`config.mk`:
```
export PLATFORM = sky130hd
export DESIGN_NAME = ide_window_decoder
export DESIGN_NICKNAME = d
export VERILOG_FILES = /design/src/rtl/ide_window_decoder.sv
export SDC_FILE = /design/constraint.sdc
export NUM_CORES = 1
export LEC_CHECK = 0
export ABC_AREA = 1
export BUFFER_PORTS_ARGS = -buffer_cell sky130_fd_sc_hd__clkbuf_2
export CAP_MARGIN = 30
export CORE_UTILIZATION = 60
export CTS_CLUSTER_SIZE = 16
export DETAILED_ROUTE_END_ITERATION = 8
export MAX_ROUTING_LAYER = met4
export PLACE_DENSITY = 0.8
export SLEW_MARGIN = 30
export SYNTH_ARGS = -nofsm -noshare
export SYNTH_HDL_FRONTEND = slang
export SYNTH_SLANG_ARGS = --single-unit
export TNS_END_PERCENT = 20
```
`constraint.sdc`:
```
create_clock -name clk -period 3.9 [get_ports clk]
set_input_delay 0.39 -clock clk [delete_from_list [all_inputs] [get_ports clk]]
set_output_delay 0.39 -clock clk [all_outputs]
set_load 0.02 [all_outputs]
```
`src/rtl/ide_window_decoder.sv`:
```
module ide_window_decoder #(
  parameter int AW = 16,
  parameter logic [AW-1:0] CMD0_RST = 16'h01F0,
  parameter logic [AW-1:0] CMD1_RST = 16'h0170,
  parameter logic [AW-1:0] CTL0_RST = 16'h03F6,
  parameter logic [AW-1:0] CTL1_RST = 16'h0376,
  parameter logic [AW-1:0] DMA_RST  = 16'h0C00
) (
  input  logic          clk,
  input  logic          rst_n,
  input  logic          cfg_we,
  input  logic [2:0]    cfg_sel,
  input  logic [AW-1:0] cfg_base,
  input  logic          bus_rd,
  input  logic          bus_wr,
  input  logic [AW-1:0] bus_addr,
  input  logic [7:0]    ch0_rdata,
  input  logic [7:0]    ch1_rdata,
  output logic [7:0]    bus_rdata,
  output logic          bus_err,
  output logic [1:0]    acc_rd,
  output logic [1:0]    acc_wr,
  output logic [3:0]    acc_reg,
  output logic [1:0]    stat_clr
);
  localparam int NWIN = 5;
  localparam logic [3:0] IX_STATUS = 4'd7, IX_FEATURE = 4'd8, IX_COMMAND = 4'd9,
                         IX_ALTSTAT = 4'd10, IX_DEVCTL = 4'd11;

  logic [AW-1:0] base_q [NWIN];
  logic [AW-1:0] off    [NWIN];
  logic [NWIN-1:0] hit;

  always_ff @(posedge clk) begin
    if (!rst_n) begin
      base_q[0] <= CMD0_RST;
      base_q[1] <= CMD1_RST;
      base_q[2] <= CTL0_RST;
      base_q[3] <= CTL1_RST;
      base_q[4] <= DMA_RST;
    end else if (cfg_we) begin
      case (cfg_sel)
        3'd0: base_q[0] <= cfg_base;
        3'd1: base_q[1] <= cfg_base;
        3'd2: base_q[2] <= cfg_base;
        3'd3: base_q[3] <= cfg_base;
        3'd4: base_q[4] <= cfg_base;
        default: ;
      endcase
    end
  end

  for (genvar i = 0; i < NWIN; i++) begin : g_win
    assign off[i] = bus_addr - base_q[i];
    if (i == 2 || i == 3) begin : g_byte
      assign hit[i] = (off[i] == '0);
    end else begin : g_span
      assign hit[i] = (off[i][AW-1:3] == '0);
    end
  end

  wire act   = bus_rd | bus_wr;
  wire is_wr = bus_wr & ~bus_rd;

  logic       found, ch;
  logic [3:0] idx;

  always_comb begin
    found = 1'b1;
    ch    = 1'b0;
    idx   = 4'd0;
    if (hit[0] || hit[1]) begin
      ch  = ~hit[0];
      idx = {1'b0, hit[0] ? off[0][2:0] : off[1][2:0]};
      if (is_wr && idx == 4'd1) idx = IX_FEATURE;
      if (is_wr && idx == IX_STATUS) idx = IX_COMMAND;
    end else if (hit[2] || hit[3]) begin
      ch  = ~hit[2];
      idx = is_wr ? IX_DEVCTL : IX_ALTSTAT;
    end else if (hit[4]) begin
      ch  = off[4][2];
      idx = {2'b11, off[4][1:0]};
    end else begin
      found = 1'b0;
    end
  end

  wire        ok    = act & found;
  wire  [1:0] ch_oh = ch ? 2'b10 : 2'b01;

  assign acc_rd    = (ok && !is_wr) ? ch_oh : 2'b00;
  assign acc_wr    = (ok &&  is_wr) ? ch_oh : 2'b00;
  assign acc_reg   = ok ? idx : 4'd0;
  assign bus_err   = act & ~found;
  assign stat_clr  = (acc_reg == IX_STATUS) ? acc_rd : 2'b00;
  assign bus_rdata = (ok && !is_wr) ? (ch ? ch1_rdata : ch0_rdata) : 8'h00;
endmodule

```
==> reports/metrics.cfg, run 1 <==
[status]
outcome=complete, no violations

[synth]
async_reset_ff_frac=0
ys_warn_count=0
netlist_area_sq_mm=0.00826
ys.flop_type=edfxtp_1
syn_nets=1396
ys_seq_area_frac=0.291
synth_edf_count=80
ys_ff_latch=80
avgSynthCellArea_sq_um=6.55
netlist_instances=1262
ys_types=40

[timing]
final-hold-violation-count=0
holdWs_ns=0.338
period_minus_slack_ns=3.74
slew_headroom=0.429
tightest_slew_ns=0.854
fin_crit_sh=0.958
setup_viol=0
finalMaxSlewViolations=0
fin_ws_ns=0.164
fmaxAchievable_mhz=268

[placement]
dp_hpwl_mm=17.3
portBuffers=74
dpl-instance-area_sq_mm=0.00886
gp_congestion=0.963
post-place-ws_ns=0.0910

[critical_path]
arrival_ns=3.35
end_kind=output port
critPathMaxFanout=11
startpoint_type=register
worst-setup-path-type=reg -> out
worstPathRequired_ns=3.51

[routing]
drc=0
first_pass_iters=6
vias_per_cell=5.31
num_vias=8155
wl_per_cell_um=14.6
finalWirelength_mm=22.4
drtIter0Drc=590
ant_nets=0

[cells_and_area]
fin_nets=1489
final_common_cell=nand2_1
fill_cells=1170
diodes=0
stdcell_area_sq_mm=0.00934
finish.utilization=0.700
reg_top3=base_q x80
layout_common_cells=nand2_1, inv_1, nand3_1
largest_register_ffs=80
largest_register=base_q
layout-drive-gt1-share=0.118
area_growth_pct=13.1

[die]
dieArea_sq_mm=0.0142
boundaryPins=75
rows=42
die_h_um=119
start_util=0.619
die_w_um=119
core_area_sq_mm=0.0133

[clock_tree]
numCtsBuffers=9
htree_levels=3
cts_tree=done
clk_transition_reported_paths_ns=0.07
postCtsHoldBufs=0
cts_root_buf=clkbuf_16
cts_buffer_depth=2
cts.sinks=80

[power]
p_per_area_mw_per_mm2=334
p_seq_frac=0.333
switchingPower_w=0.00119
combPwrFrac=0.372
ir_worst_vdd_uv=307
p_sw_frac=0.380
intPower_w=0.00194
leakagePower_nw=5.28
p_clk_frac=0.295

[worst_hold_path]
hp-class=in -> reg

[global_routing]
grt_start_max_net_pins=18
grt_pass1_vias=7413
grt_pass1_wl_mm=35.4
grt_use_total=0.331
antenna_found_initial=0
overflow=0

[job]
drv_cap=0

timing repair:
action	CTS	global route
endpoints found under the hold margin	0	0
gates resized for setup	0	25
setup buffers	0	8
setup endpoints to repair	0	16
synth_stat cells (2+ instances only):
| library cell | n | area [sq um] |
|---|---|---|
| xor2_1 | 14 | 123 |
| nand3_2 | 2 | 20.0 |
| o31ai_1 | 2 | 15.0 |
| nand2_2 | 14 | 87.6 |
| ha_1 | 75 | 938 |
| nand3_1 | 113 | 566 |
| nor2_1 | 107 | 402 |
| a21o_1 | 2 | 15.0 |
| and2_1 | 4 | 25.0 |
| nand3b_1 | 11 | 82.6 |
| a21oi_1 | 46 | 230 |
| clkbuf_1 | 2 | 7.51 |
| nand2_1 | 404 | 1520 |
| o21bai_1 | 5 | 37.5 |
| o21ai_1 | 2 | 10.0 |
| a21oi_2 | 2 | 17.5 |
| nor2_4 | 3 | 33.8 |
| nor2_2 | 5 | 31.3 |
| fa_1 | 3 | 60.1 |
| nor3_1 | 8 | 40.0 |
| o21ai_2 | 8 | 70.1 |
| inv_1 | 286 | 1070 |
| o21ai_0 | 10 | 50.1 |
| edfxtp_1 | 80 | 2400 |
| xnor2_1 | 9 | 78.8 |
| nand4_1 | 31 | 194 |
cell families after synthesis:
kind of cell             count (synthesis)  share of synthesized area
XOR/XNOR                                23                     0.0244
flip-flops                              80                      0.291
AND/OR/NAND/NOR                        711                      0.376
AO/OA/AOI/OAI                           80                     0.0566
adder cells (fa/ha/maj)                 78                      0.121
buffers and inverters                  290                      0.132
through the flow:
stage                     power [W]  std cells  setup TNS [ns]
after floorplan             0.00190       1262               0
after global placement      0.00216       1511               0
after detailed placement    0.00217       1511               0
after CTS                   0.00308       1527               0
after global routing        0.00332       1536          -0.132
final                       0.00312       1536               0
worst max-delay path: stages, from the launching register on:
cell and delay (ns):
edfxtp_1 0.38, ha_2 0.20, fa_2 0.36, inv_2 0.08, nand3_1 0.08, nand2_2 0.12, xnor2_2 0.12, nand2_1 0.08
nor3_2 0.25, nand4_1 0.16, nor2_2 0.18, nand4_4 0.12, nand2_4 0.13, nor2_4 0.07, nor2_8 0.18, nand3_4 0.15
o21ai_2 0.15, clkbuf_2 0.18
layer usage:
layer / GRT usage / part of all wire / vias up
met3: 0.0287 / 0.073 / 57
li1: - / - / 4166
met4: 0.102 / 0.027 / 0
met1: 0.421 / 0.43 / 3638
met5: - / 0 / -
met2: 0.560 / 0.47 / 294
power by group through the flow:
stage               Sequential [W]  Clock, W  Combinational [W]
floorplan                  0.00105         0           0.000852
CTS                        0.00104  0.000918            0.00113
finish                     0.00104  0.000920            0.00116
global route               0.00105  0.000948            0.00132
global placement           0.00106         0            0.00110
detailed placement         0.00106         0            0.00112
cell type report:
| class | instances | area [sq um] | area share |
|---|---|---|---|
| Clock buffer | 9 | 225 | 0.0241 |
| Clock inverter | 7 | 97.6 | 0.0104 |
| Inverter | 287 | 1080 | 0.116 |
| Multi-Input combinational cell | 893 | 4870 | 0.521 |
| Sequential cell | 80 | 2400 | 0.257 |
| Tap cell | 176 | 220 | 0.0236 |
| Timing Repair Buffer | 84 | 450 | 0.0482 |
path summary, 6_finish.rpt:
path / from / endpoint / slack, ns / depth (start not counted)
setup / recovery: base_q[0][0] / bus_rdata[5] / 0.16 / 17
hold / removal: cfg_base[10] / base_q[0][74] / 0.34 / 3
Note: power is estimated with default switching activity, not from simulation.
==> run 2, diff against run 1 <==
ABC_AREA = 0   (was 1)
PLACE_DENSITY = 0.81   (was 0.8)
==> run 2 against run 1 <==
Compared with the run above:
- the run now ends with negative setup slack left
- via count decreased by 13%
- global-route usage is 4.4 points higher
- die area fell by 11%
- critical endpoint is now acc_reg[1]
==> reports/metrics.cfg, run 2 <==
[timing]
fmaxAchievable_mhz=229
slew_headroom=0.493
final-hold-violation-count=0
tightest_slew_ns=0.760
holdWs_ns=0.327
setup_viol=19
fin_ws_ns=-0.475
finalMaxSlewViolations=0
period_minus_slack_ns=4.38
rsz0062_at_grt=true
tns_ns=-7.24
fin_crit_sh=1.12

[critical_path]
end_kind=output port
startpoint_type=register
worstPathRequired_ns=3.51
critPathMaxFanout=5
arrival_ns=3.99
worst-setup-path-type=reg -> out

[synth]
async_reset_ff_frac=0
syn_nets=938
ys_types=88
synth_most_common_cell=inv_1
synthDominantCellAreaShare=0.327
synthTopCellsByArea=edfxtp_1, ha_1, inv_1, a21oi_1, nand2b_1
avgSynthCellArea_sq_um=9.14
ys.flop_type=edfxtp_1
ys_seq_area_frac=0.327
synth_edf_count=80
ys_ff_latch=80
yosys-top-cells-count=inv_1, edfxtp_1, ha_1
ys_warn_count=0
netlist_area_sq_mm=0.00735
yosysTopAreaCell=edfxtp_1
netlist_instances=804

[global_routing]
overflow=0
grt_use_total=0.374
grt_start_max_net_pins=21
grt_pass1_vias=6870
grt_pass1_wl_mm=35.2
antenna_found_initial=0

[routing]
drtIter0Drc=668
finalWirelength_mm=22.2
wl_per_cell_um=19.9
vias_per_cell=6.35
ant_nets=0
drc=0
num_vias=7062
first_pass_iters=5

[placement]
portBuffers=74
gp_congestion=0.958
post-place-ws_ns=-0.386
dp_hpwl_mm=17.0

[clock_tree]
numCtsBuffers=9
cts.sinks=80
cts_root_buf=clkbuf_16
cts_buffer_depth=2
clk_transition_reported_paths_ns=0.06
cts_tree=done
postCtsHoldBufs=0
htree_levels=3

[power]
ir_worst_vdd_uv=327
leakagePower_nw=4.12
p_per_area_mw_per_mm2=336
total_power_w=0.00302

[die]
core_area_sq_mm=0.0120
die_h_um=113
dieArea_sq_mm=0.0127
die_w_um=113
rows=40
boundaryPins=75
start_util=0.615

[cells_and_area]
largest_register=base_q
diodes=0
layout_common_cells=inv_1, buf_4, edfxtp_1
reg_top3=base_q x80
layout-drive-gt1-share=0.240
area_growth_pct=22.1
fin_nets=1094
final_common_cell=inv_1
largest_register_ffs=80

[status]
violations=negative setup slack
outcome=complete, but fails checks

[worst_hold_path]
holdPathStages=2
worstHoldEndpoint=base_q[0][74]
hp-class=in -> reg
hold_start=cfg_base[10]

[job]
drv_cap=0

-- run 2: worst max path at each step --
stage               slack, ns           end  cells after the start         start
detailed placement      -0.39    acc_reg[2]                     16   bus_addr[0]
floorplan                0.07  bus_rdata[0]                     13   bus_addr[7]
finish                  -0.48    acc_reg[1]                     14  base_q[0][7]
global route            -0.51    acc_reg[1]                     14  base_q[0][7]
CTS                     -0.43    acc_reg[1]                     14  base_q[0][7]
global placement        -0.26    acc_reg[2]                     16   bus_addr[0]
-- run 2: metal layers --
layer	global-route usage	vias to the layer above	wire [um]	part of all wire
met5	-	-	0	0
met1	0.474	3339	9140	0.41
met4	0.153	0	844	0.038
met3	0.0545	65	1920	0.087
met2	0.603	339	10300	0.46
li1	-	3319	-	-
-- run 2: cell type report --
type	count	area (sq um)
fill	835	2990
clock inverter	7	56.3
multi-input combinational	604	4600
sequential	80	2400
timing repair buffer	162	1120
inverter	103	387
clock buffer	9	225
tap	147	184
-- run 2: worst max-delay path, cell delays in order, from the launching register on --
cell	delay (ns)
edfxtp_1	0.38
inv_2	0.09
ha_4	0.20
nor3b_4	0.15
or4_1	0.52
or4_4	0.53
a21oi_2	0.11
nand4_1	0.10
nor4_1	0.22
o21ai_1	0.14
or4_4	0.52
buf_12	0.17
o211a_1	0.12
o211a_1	0.23
buf_2	0.16
-- run 2: logic make-up after synthesis --
kind of cell,count (synthesis),synth area share
adder cells (fa/ha/maj),78,0.136
AND/OR/NAND/NOR,248,0.196
buffers and inverters,121,0.0669
AO/OA/AOI/OAI,235,0.223
XOR/XNOR,34,0.0405
multiplexers,8,0.0112
flip-flops,80,0.327
-- run 2: metrics by stage --
stage | cells | area [sq um] | util
after floorplan | 804 | 7370 | -
after global placement | 1093 | 8490 | 0.709
after detailed placement | 1093 | 8490 | 0.709
after CTS | 1111 | 8850 | 0.740
after global routing | 1112 | 8970 | 0.750
final | 1112 | 8970 | 0.750
-- run 2: what timing repair did --
| item | CTS | global route |
|---|---|---|
| pin swaps | 3 | 4 |
| cloned | 1 | 1 |
| resized for setup | 16 | 36 |
| setup endpoints to repair | 19 | 19 |
| setup buffers | 1 | 0 |
| hold endpoints to repair | 0 | 0 |
-- run 2: where the power goes --
group | switching [W] | internal [W]
combinational | 0.000652 | 0.000513
sequential | 0.0000205 | 0.00102
clock | 0.000375 | 0.000436
==> run 3, diff against run 2 <==
CELL_PAD_IN_SITES_DETAIL_PLACEMENT = 1   (was not set)
CELL_PAD_IN_SITES_GLOBAL_PLACEMENT = 1   (was not set)
CORE_UTILIZATION = 47   (was 60)
PLACE_DENSITY = 0.82   (was 0.81)
==> run 3 against run 2 <==
Compared with the run above:
- the flow still finishes with violations (negative setup slack)
- maximum frequency is 0.58% lower
- flip-flop and latch count is the same
- largest power group unchanged
- clock power increased by 4.4%
- sequential share of layout area down 0.42 points
- worst hold slack got worse by 0.0056 ns
- worst setup slack worse by 0.025 ns
- final area increased by 1.6%
- non-clock buffer count is the same
- core utilization shrank 15 points
- die area increased by 27%
- global-route usage fell by 2.6 points
- highest routed layer unchanged
- sequential power hardly changed
==> reports/metrics.cfg, run 3 (synthesized netlist as in run 2, its figures left out) <==
[power]
ir_worst_vdd_uv=237
p_per_area_mw_per_mm2=342
leakagePower_nw=4.13

[clock_tree]
numCtsBuffers=9
clk_transition_reported_paths_ns=0.06
htree_levels=3
cts_tree=done
cts_buffer_depth=2
cts_root_buf=clkbuf_16
cts.sinks=80

[die]
core_area_sq_mm=0.0153
dieArea_sq_mm=0.0161
die_h_um=127
start_util=0.482
rows=45
boundaryPins=75
die_w_um=127

[placement]
portBuffers=74
gp_congestion=0.937
dpl-instance-area_sq_mm=0.00855
dp_hpwl_mm=20.5
post-place-ws_ns=-0.528

[status]
outcome=complete, but fails checks
violations=negative setup slack

[routing]
vias_per_cell=6.12
finalWirelength_mm=26.9
drc=0
drtIter0Drc=508
ant_nets=0
first_pass_iters=5
wl_per_cell_um=22.9
num_vias=7208

[cells_and_area]
fill_cells=1760
final_common_cell=inv_1
seq_area_sq_mm=0.00240
layout_common_cells=inv_1, buf_4, edfxtp_1
layout-drive-gt1-share=0.247
largest_register_ffs=80
area_growth_pct=24.0
multiInputGateArea_sq_mm=0.00465
largest_register=base_q
stdcell_area_sq_mm=0.00911
reg_top3=base_q x80
diodes=0
fin_nets=1095

[global_routing]
grt_pass1_vias=7770
grt_pass1_wl_mm=41.6
grt_start_max_net_pins=21
antenna_found_initial=0
overflow=0
grt_use_total=0.348

[critical_path]
critPathMaxStageDelay_ns=0.54
end_kind=output port
arrival_ns=4.01
critPathMaxFanout=6
worstPathRequired_ns=3.51
startpoint_type=register
worst-setup-path-type=reg -> out
critPathSlowestCell=or4_4
crit_chain=inv_2, ha_4, nor3b_4, or4_1, or4_4, a21oi_2, nand4_1, nor4_2, o21ai_1, or4_4, buf_8, o211a_1, o211a_1, buf_6

[timing]
period_minus_slack_ns=4.40
fmaxAchievable_mhz=227
fin_ws_ns=-0.501
slew_headroom=0.483
final-hold-violation-count=0
rsz0062_at_grt=true
setup_viol=19
fin_crit_sh=1.13
finalMaxSlewViolations=0
tightest_slew_ns=0.776

[worst_hold_path]
hp-class=in -> reg

[job]
drv_cap=0

-- run 3: report_power, final --
| group | internal (W) | switching [W] |
|---|---|---|
| sequential | 0.00102 | 0.0000256 |
| clock | 0.000489 | 0.000358 |
| combinational | 0.000516 | 0.000707 |
| total | 0.00203 | 0.00109 |
-- run 3: repair_timing --
| action | CTS | global route |
|---|---|---|
| pin swaps | 3 | 14 |
| hold buffers | 0 | 0 |
| setup endpoints to repair | 19 | 19 |
| buffers inserted | 0 | 2 |
| resized for setup | 9 | 69 |
| gates cloned | 0 | 2 |
-- run 3: per-layer routing --
layer	GRT usage	vias to the layer above	part of all wire
met5	-	-	0
met4	0.131	0	0.034
met3	0.0540	78	0.063
met2	0.613	297	0.50
met1	0.401	3527	0.40
li1	-	3306	-
-- run 3: final cells by class --
class	instances	share of cell area
Multi-Input combinational cell	605	0.510
Sequential cell	80	0.264
Timing Repair Buffer	162	0.124
Inverter	103	0.0424
Tap cell	211	0.0290
Clock buffer	9	0.0247
Clock inverter	7	0.00686
-- run 3: worst paths after layout --
kind                          start       endpoint  slack [ns]  cells past startpoint
worst max-delay path  base_q[0][14]     acc_reg[1]       -0.50                     14
worst min-delay path   cfg_base[10]  base_q[0][74]        0.32                      2
-- run 3: stage by stage --
step | utilization | total power [W] | setup TNS (ns) | std cells | hold slack [ns]
global route | 0.597 | 0.00327 | -9.96 | 1177 | 0.315
floorplan | - | 0.00179 | 0 | 804 | 0.568
CTS | 0.581 | 0.00307 | -9.86 | 1173 | 0.315
finish | 0.597 | 0.00312 | -7.83 | 1177 | 0.321
global placement | 0.561 | 0.00214 | -6.80 | 1157 | 0.675
detailed placement | 0.561 | 0.00221 | -8.31 | 1157 | 0.675
-- run 3: critical path, delay by kind of cell, from the launching register on --
| kind | cells | cell delay, ns |
|---|---|---|
| AND/OR/NAND/NOR | 6 | 2.09 |
| AO/OA/AOI/OAI | 4 | 0.60 |
| buffers and inverters | 3 | 0.40 |
| flip-flops | 1 | 0.38 |
| adder cells (fa/ha/maj) | 1 | 0.19 |
